**src/rtl/dma_ctrl_pkg.sv**
```systemverilog
package dma_ctrl_pkg;

  localparam logic [2:0] OFS_CMD     = 3'd0;
  localparam logic [2:0] OFS_REQ     = 3'd1;
  localparam logic [2:0] OFS_MASK1   = 3'd2;
  localparam logic [2:0] OFS_MODE    = 3'd3;
  localparam logic [2:0] OFS_PTRCLR  = 3'd4;
  localparam logic [2:0] OFS_RESET   = 3'd5;
  localparam logic [2:0] OFS_UNMASK  = 3'd6;
  localparam logic [2:0] OFS_MASKALL = 3'd7;

  localparam logic [2:0] OFS_RD_STAT = 3'd0;
  localparam logic [2:0] OFS_RD_MASK = 3'd1;

  // Only this command bit may be set in an accepted command byte
  localparam logic [7:0] CMD_ALLOWED = 8'h04;

  typedef struct packed {
    logic cmdWr;
    logic reqWr;
    logic maskWr;
    logic modeWr;
    logic ptrClr;
    logic masterClr;
    logic maskClrAll;
    logic maskWrAll;
    logic rdStatus;
    logic rdMask;
  } ctrlStrobes_t;

endpackage

```
**src/rtl/dma_ctrl_decode.sv**
```systemverilog
module dma_ctrl_decode
  import dma_ctrl_pkg::*;
#(
  parameter int ADDR_W = 3,
  parameter int DATA_W = 8
) (
  input  logic              wrEn,
  input  logic              rdEn,
  input  logic [ADDR_W-1:0] regOffset,
  input  logic [DATA_W-1:0] wrData,
  output ctrlStrobes_t      strobes
);

  localparam logic [DATA_W-1:0] CMD_FORBID = ~DATA_W'(CMD_ALLOWED);

  logic cmdAccept;

  assign cmdAccept = ((wrData & CMD_FORBID) == '0);

  always_comb begin
    strobes = '0;
    if (wrEn) begin
      case (regOffset)
        ADDR_W'(OFS_CMD):     strobes.cmdWr      = cmdAccept;
        ADDR_W'(OFS_REQ):     strobes.reqWr      = 1'b1;
        ADDR_W'(OFS_MASK1):   strobes.maskWr     = 1'b1;
        ADDR_W'(OFS_MODE):    strobes.modeWr     = 1'b1;
        ADDR_W'(OFS_PTRCLR):  strobes.ptrClr     = 1'b1;
        ADDR_W'(OFS_RESET):   strobes.masterClr  = 1'b1;
        ADDR_W'(OFS_UNMASK):  strobes.maskClrAll = 1'b1;
        ADDR_W'(OFS_MASKALL): strobes.maskWrAll  = 1'b1;
        default: ;
      endcase
    end
    if (rdEn) begin
      strobes.rdStatus = (regOffset == ADDR_W'(OFS_RD_STAT));
      strobes.rdMask   = (regOffset == ADDR_W'(OFS_RD_MASK));
    end
  end

endmodule

```
**src/rtl/dma_ctrl_regs.sv**
```systemverilog
module dma_ctrl_regs
  import dma_ctrl_pkg::*;
#(
  parameter int NUM_CH = 4,
  parameter int DATA_W = 8
) (
  input  logic                     clk,
  input  logic                     rstN,
  input  ctrlStrobes_t             strobes,
  input  logic [DATA_W-1:0]        wrData,
  input  logic [NUM_CH-1:0]        dreqHold,
  input  logic [NUM_CH-1:0]        dreqRelease,
  input  logic [NUM_CH-1:0]        tcIn,
  input  logic                     ptrToggle,
  output logic [NUM_CH-1:0]        maskQ,
  output logic [2*NUM_CH-1:0]      statusQ,
  output logic [DATA_W-1:0]        cmdQ,
  output logic [NUM_CH*DATA_W-1:0] modeFlat,
  output logic                     bytePtr,
  output logic [DATA_W-1:0]        rdData
);

  localparam int CH_W = $clog2(NUM_CH);

  logic [CH_W-1:0]   chSel;
  logic              setBit;
  logic [NUM_CH-1:0] maskN, reqN, tcN;
  logic [DATA_W-1:0] cmdN;
  logic              ptrN;

  assign chSel  = wrData[CH_W-1:0];
  assign setBit = wrData[CH_W];

  always_comb begin
    maskN = maskQ;
    reqN  = statusQ[2*NUM_CH-1:NUM_CH];
    tcN   = statusQ[NUM_CH-1:0];
    cmdN  = cmdQ;
    ptrN  = bytePtr ^ ptrToggle;
    if (strobes.cmdWr) cmdN = wrData;
    if (strobes.reqWr) begin
      reqN[chSel] = setBit;
      tcN[chSel]  = 1'b0;
    end
    if (strobes.maskWr) maskN[chSel] = setBit;
    if (strobes.ptrClr) ptrN = 1'b0;
    if (strobes.masterClr) begin
      ptrN  = 1'b0;
      maskN = '1;
      reqN  = '0;
      tcN   = '0;
      cmdN  = '0;
    end
    if (strobes.maskClrAll) maskN = '0;
    if (strobes.maskWrAll) maskN = wrData[NUM_CH-1:0];
    if (strobes.rdStatus) tcN = '0;
    // hardware events land after software effects
    reqN = (reqN & ~dreqRelease) | dreqHold;
    tcN  = tcN | tcIn;
  end

  always_ff @(posedge clk) begin
    if (!rstN) begin
      maskQ   <= '1;
      statusQ <= '0;
      cmdQ    <= '0;
      bytePtr <= 1'b0;
    end else begin
      maskQ   <= maskN;
      statusQ <= {reqN, tcN};
      cmdQ    <= cmdN;
      bytePtr <= ptrN;
    end
  end

  // one mode byte per channel
  for (genvar g = 0; g < NUM_CH; g++) begin : gMode
    logic [DATA_W-1:0] modeQ;
    always_ff @(posedge clk) begin
      if (!rstN) begin
        modeQ <= '0;
      end else if (strobes.modeWr && (chSel == CH_W'(g))) begin
        modeQ <= wrData;
      end
    end
    assign modeFlat[g*DATA_W +: DATA_W] = modeQ;
  end

  always_comb begin
    rdData = '0;
    if (strobes.rdStatus) rdData = DATA_W'(statusQ);
    if (strobes.rdMask)   rdData = DATA_W'(maskQ);
  end

endmodule

```
**src/rtl/dma_ctrl_arb.sv**
```systemverilog
module dma_ctrl_arb #(
  parameter int NUM_CH = 4
) (
  input  logic [NUM_CH-1:0]   maskQ,
  input  logic [2*NUM_CH-1:0] statusQ,
  output logic [NUM_CH-1:0]   grantVec
);

  logic [NUM_CH-1:0] eligible;
  logic              found;

  assign eligible = ~maskQ & statusQ[2*NUM_CH-1:NUM_CH];

  always_comb begin
    grantVec = '0;
    found    = 1'b0;
    for (int i = 0; i < NUM_CH; i++) begin
      if (eligible[i] && !found) begin
        grantVec[i] = 1'b1;
        found       = 1'b1;
      end
    end
  end

endmodule

```
**src/rtl/dma_ctrl_bank.sv**
```systemverilog
module dma_ctrl_bank
  import dma_ctrl_pkg::*;
#(
  parameter int NUM_CH = 4,
  parameter int DATA_W = 8,
  parameter int ADDR_W = 3
) (
  input  logic                     clk,
  input  logic                     rstN,
  input  logic                     wrEn,
  input  logic                     rdEn,
  input  logic [ADDR_W-1:0]        regOffset,
  input  logic [DATA_W-1:0]        wrData,
  output logic [DATA_W-1:0]        rdData,
  input  logic                     ptrToggle,
  output logic                     bytePtr,
  input  logic [NUM_CH-1:0]        dreqHold,
  input  logic [NUM_CH-1:0]        dreqRelease,
  input  logic [NUM_CH-1:0]        tcIn,
  output logic [DATA_W-1:0]        cmdOut,
  output logic [NUM_CH*DATA_W-1:0] modeFlat,
  output logic [NUM_CH-1:0]        grantVec
);

  ctrlStrobes_t        strobes;
  logic [NUM_CH-1:0]   maskQ;
  logic [2*NUM_CH-1:0] statusQ;

  dma_ctrl_decode #(.ADDR_W(ADDR_W), .DATA_W(DATA_W)) u_decode (
    .wrEn(wrEn), .rdEn(rdEn), .regOffset(regOffset), .wrData(wrData),
    .strobes(strobes)
  );

  dma_ctrl_regs #(.NUM_CH(NUM_CH), .DATA_W(DATA_W)) u_regs (
    .clk(clk), .rstN(rstN), .strobes(strobes), .wrData(wrData),
    .dreqHold(dreqHold), .dreqRelease(dreqRelease), .tcIn(tcIn),
    .ptrToggle(ptrToggle), .maskQ(maskQ), .statusQ(statusQ),
    .cmdQ(cmdOut), .modeFlat(modeFlat), .bytePtr(bytePtr), .rdData(rdData)
  );

  dma_ctrl_arb #(.NUM_CH(NUM_CH)) u_arb (
    .maskQ(maskQ), .statusQ(statusQ), .grantVec(grantVec)
  );

endmodule

```
**config.mk**
```make
export PLATFORM = sky130hd
export DESIGN_NAME = dma_ctrl_bank
export DESIGN_NICKNAME = d
export VERILOG_FILES = /design/src/rtl/dma_ctrl_pkg.sv /design/src/rtl/dma_ctrl_decode.sv /design/src/rtl/dma_ctrl_regs.sv /design/src/rtl/dma_ctrl_arb.sv /design/src/rtl/dma_ctrl_bank.sv
export SDC_FILE = /design/constraint.sdc
export NUM_CORES = 1
export LEC_CHECK = 0
export ABC_AREA = 1
export BUFFER_PORTS_ARGS = -buffer_cell sky130_fd_sc_hd__buf_2
export CAP_MARGIN = 20
export CELL_PAD_IN_SITES_DETAIL_PLACEMENT = 0
export CELL_PAD_IN_SITES_GLOBAL_PLACEMENT = 1
export CORE_MARGIN = 2
export CORE_UTILIZATION = 36
export DETAILED_ROUTE_END_ITERATION = 16
export GPL_TIMING_DRIVEN = 0
export PLACE_DENSITY = 0.9
export SYNTH_ARGS = -nofsm -noshare
export SYNTH_HDL_FRONTEND = slang
export SYNTH_SLANG_ARGS = --single-unit
```
**constraint.sdc**
```tcl
create_clock -name clk -period 3.5 [get_ports clk]
set_input_delay 0.525 -clock clk [delete_from_list [all_inputs] [get_ports clk]]
set_output_delay 0.525 -clock clk [all_outputs]
set_load 0.005 [all_outputs]
```
After elaboration in Yosys (flattened, before gate mapping)
Cells that the tools add are included.
{ "word_totals": {"ff_bits": 53, "inputBits": 28, "output_inout_bits": 53} }
{ "classes": {"n_lt_le_gt_ge": 2, "n_eq_ne": 10, "n_mux": 31, "bitwise": 10, "reduce_logical": 17} }
{ "op_table": {"columns": ["operator", "n"], "rows": [
  ["$mux 4", 9],
  ["$mux 8", 3],
  ["$mux 1", 15],
  ["$and 4x4->4", 3],
  ["$eq 3x3->1 const B", 4],
  ["$not 4->4", 3],
  ["$bwmux 4", 2],
  ["$logic_and 1x1->1", 8],
  ["$logic_not 8->1", 1],
  ["$or 4x4->4", 2],
  ["$eq 3x2->1 const B", 2],
  ["$eq 2x2->1 const B", 2],
  ["$reduce_bool 4->1", 1],
  ["$eq 3x1->1 const B", 1],
  ["$logic_not 1->1", 3],
  ["$logic_not 3->1", 1],
  ["$lt 2x3->1 const B", 1],
  ["$reduce_or 3->1", 1],
  ["$demux 1 s2", 1],
  ["$eq 2x1->1 const B", 1],
  ["$ge 2x1->1 const B", 1],
  ["$logic_not 2->1", 1],
  ["$mux 2", 1],
  ["$reduce_or 2->1", 1],
  ["2 further kinds", 2]
]} }

Logic depth before layout (Yosys ltp)
{ "logic_depth": {"depth_word": 12, "mapped_depth": 8} }

Cells and area by module
A second synthesis with hierarchy kept.
{ "hier_totals": {"hier_cells": 346, "hier_area_um2": 2466.1} }
{ "by_module_without_submodules": {"columns": ["module", "instances", "cells_per_inst", "area_per_inst_um2"], "rows": [
  ["dma_ctrl_regs", 1, 300, 2258.4],
  ["dma_ctrl_decode", 1, 32, 145.1],
  ["dma_ctrl_arb", 1, 14, 62.6]
]} }

Least setup slack after synthesis
Ideal clock, no wire load.
{ "synth_path": {"path_type": "in2out", "start": "input regOffset[2]", "end": "output rdData[0]", "t_arrival_ps": 1103, "required_time_ps": 2975, "path_slack_ps": 1872, "cell_stages": 6, "cell_sequence": "inv_1 > nand2_1 > inv_1 > nand2_1 > buf_2 > o22ai_1"} }
{ "synth_between": {"elab_chain_len": 4} }
{ "synth_lines": {"columns": ["item", "line_no", "rtl"], "rows": [
  ["start: declaration", "dma_ctrl_bank.sv:12", "input logic [ADDR_W-1:0] regOffset,"],
  ["$logic_not 3->1", "dma_ctrl_decode.sv:36", "strobes.rdStatus = (regOffset == ADDR_W'(OFS_RD_STAT));"],
  ["$mux 2 *", "dma_ctrl_decode.sv:35", "if (rdEn) begin"],
  ["$mux 8", "dma_ctrl_regs.sv:91", "if (strobes.rdStatus) rdData = DATA_W'(statusQ);"],
  ["$mux 8 *", "dma_ctrl_regs.sv:92", "if (strobes.rdMask) rdData = DATA_W'(maskQ);"],
  ["end: declaration", "dma_ctrl_bank.sv:14", "output logic [DATA_W-1:0] rdData,"]
]} }
Every way passes the cells marked *; elsewhere a longest branch is shown, timed or not.

Worst setup path in the final report
{ "layout_path": {"start": "input regOffset[0]", "end": "output rdData[1]"} }
The elaborated chain is that of the path after synthesis.

==> metrics.cfg <==
[sta]
fin_crit_ns=2.04
tns_ns=0
fin_ws_ns=1.46
fmax_mhz=491
hold_viol=0
finalMaxSlewViolations=0
slew_headroom=0.686
finalClockSkew_ns=0
rsz0062_at_grt=false
worst_slew_pin_slew_ns=0.471
holdWs_ns=0.437
finalSetupViolations=0
min_period_over_period=0.582

[run]
maxCapViolations=0

[detailed_routing]
vias_per_cell=4.76
ant_nets=0
drt_wl_total_um=6120
firstDrtPassIters=4
drt_iter0_drc=127
drt-wirelength-per-cell_um=12.3
route.detailed.drc=0
vias=2364

[critical_path]
critPathMaxFanout=10
crit_arrival_ns=1.51
r2r_start=u_regs.statusQ[4]
cp.required_ns=2.97
critPathLaunchType=input pin
endpoint_kind=output port
r2r_cells=6
crit_type=in2out
reg2reg_to=u_regs.statusQ[4]
r2r_slack_ns=2.60

[clock_network]
clkTransAtPathRegs_ns=0.10
ctsLongestPathBuffers=2
cts_hold_buffers=0
worstSkewPairLatency_ns=0.30
cts_buffers=5
cts_resized=0
cts_tree=yes
post-cts-setup-buffers=0
cts.htree.levels=2
cts_sinks=53
clock-root-buffer=clkbuf_8

[die]
die-area_um2=7040
die_h_um=83.9
die_w_um=83.9
rows=29
core_area_um2=6280
ioPinCount=81
start_util=0.366

[logic_synthesis]
synthDistinctLibCells=25
synth_area_leader_cell=dfxtp_1
syn_inst=333
syn_area_per_cell_um2=6.91
synth_area_leaders=dfxtp_1 46%, nand2_1 11%, nor2_1 9.6%, nand3_1 8.7%, inv_1 6.0%
synth_top_cell_area_share=0.461
syn-cell-area_um2=2300
ys_seq_elements=53
synth_fp_nets=361
yosysSeqAreaShare=0.461
yosysWarnings=0

[cells_and_area]
regArea_um2=1060
fin_nets=447
area_growth_pct=25.7
multi_input_area_um2=1030
nFillCells=689
layoutNonFillerInstCount=497
drive_gt1_frac=0.255
n_antenna_cell=0

[grt]
grt_pass1_wl_um=10100
antenna_found_initial=0
grt_pass1_vias=2258
grt_max_degree=18
grt.total_usage=0.177
overflow=0

[worst_hold_path]
hold-path-cell-count=2
worstHoldEndpoint=u_regs.gMode[1].modeQ[1]
hold_path_startpoint=u_regs.gMode[1].modeQ[1]
holdCritPathClass=reg2reg

[placement]
dp_slack_ns=1.48
dp_hpwl_um=4720
port_buffers=79
dp.cells=489
place_congestion=0.898

[pwr]
ir_drop_uv=198
powerDensity_nw_per_um2=394
p_leak_uw=0.00148

[status]
status=finished clean

-- through the flow --
stage,instance area (µm²),utilization,power [µW]
2_1_floorplan,2300,-,725
3_3_place_gp,2790,0.445,781
3_5_place_dp,2790,0.445,782
4_1_cts,2890,0.461,1150
5_1_grt,2890,0.461,1200
6_report,2890,0.461,1140
-- final cells by class --
cell class / instances / share of cell area
buffer: 9 / 0.0169
clock buffer: 6 / 0.0286
clock inverter: 2 / 0.00606
inverter: 42 / 0.0545
multi-input combinational: 229 / 0.357
sequential: 53 / 0.367
tap: 77 / 0.0333
timing repair buffer: 79 / 0.137
-- cells by family (layout without fill, tap and decap cells) --
kind of cell,count (synthesis),in the layout,synth area share
buffers and inverters,51,138,0.0898
AOI/OAI and AO/OA,47,47,0.104
and+or+nand+nor,181,181,0.341
xor gates and xnor gates,1,1,0.00381
DFF,53,53,0.461
-- critical path, stage by stage --
cell	delay, ns
buf_2	0.15
nor2_1	0.11
nand2_1	0.08
inv_1	0.09
nand2_1	0.09
buf_2	0.19
o22ai_1	0.14
buf_2	0.14
-- worst max-delay path by stage --
stage | slack, ns | endpoint | startpoint
final | 1.46 | rdData[1] | regOffset[0]
after global placement | 1.48 | rdData[1] | regOffset[0]
after global routing | 1.34 | rdData[0] | regOffset[0]
after floorplan | 1.87 | rdData[0] | regOffset[2]
after detailed placement | 1.48 | rdData[0] | regOffset[0]
after CTS | 1.48 | rdData[0] | regOffset[0]
-- state kept, by name (all words and copies together) (netlist names) --
name,cells
u_regs.maskQ,4
u_regs.gMode.modeQ,32
u_regs.cmdQ,8
u_regs.bytePtr,1
u_regs.statusQ,8
-- cell usage in the layout, fill, tap and decap left out, drive strengths merged --
cell and count:
dfxtp 53, clkbuf 11, nor2 63, nand3 41, o21ai 18, buf 83, inv 41, clkinv 3
xnor2 1, a21oi 25, nor3 2, nor4 1, nand2 70, o22ai 4, or2 3, nand4 1
-- power by group --
group	internal [µW]	total [µW]	switching, µW
Clock	164	371	206
Combinational	52.0	140	87.5
Sequential	620	629	9.42
Total	836	1140	303
-- layer usage --
metal  vias up  track usage  part of all wire
li1       1229            -                 -
met1      1066        0.221              0.47
met2        61        0.300              0.47
met3         8       0.0425             0.051
met4         0       0.0572             0.013
met5         -            0                 0
-- cell usage after synthesis (all sizes together) --
cell	number
nand2	70
nor2	63
dfxtp	53
nand3	41
inv	40
a21oi	25
o21ai	18
clkbuf	5
buf	4
o22ai	4
or2	3
clkinv	2
nor3	2
nand4	1
nor4	1
xnor2	1
No activity file was read; power rests on OpenSTA's default activity.
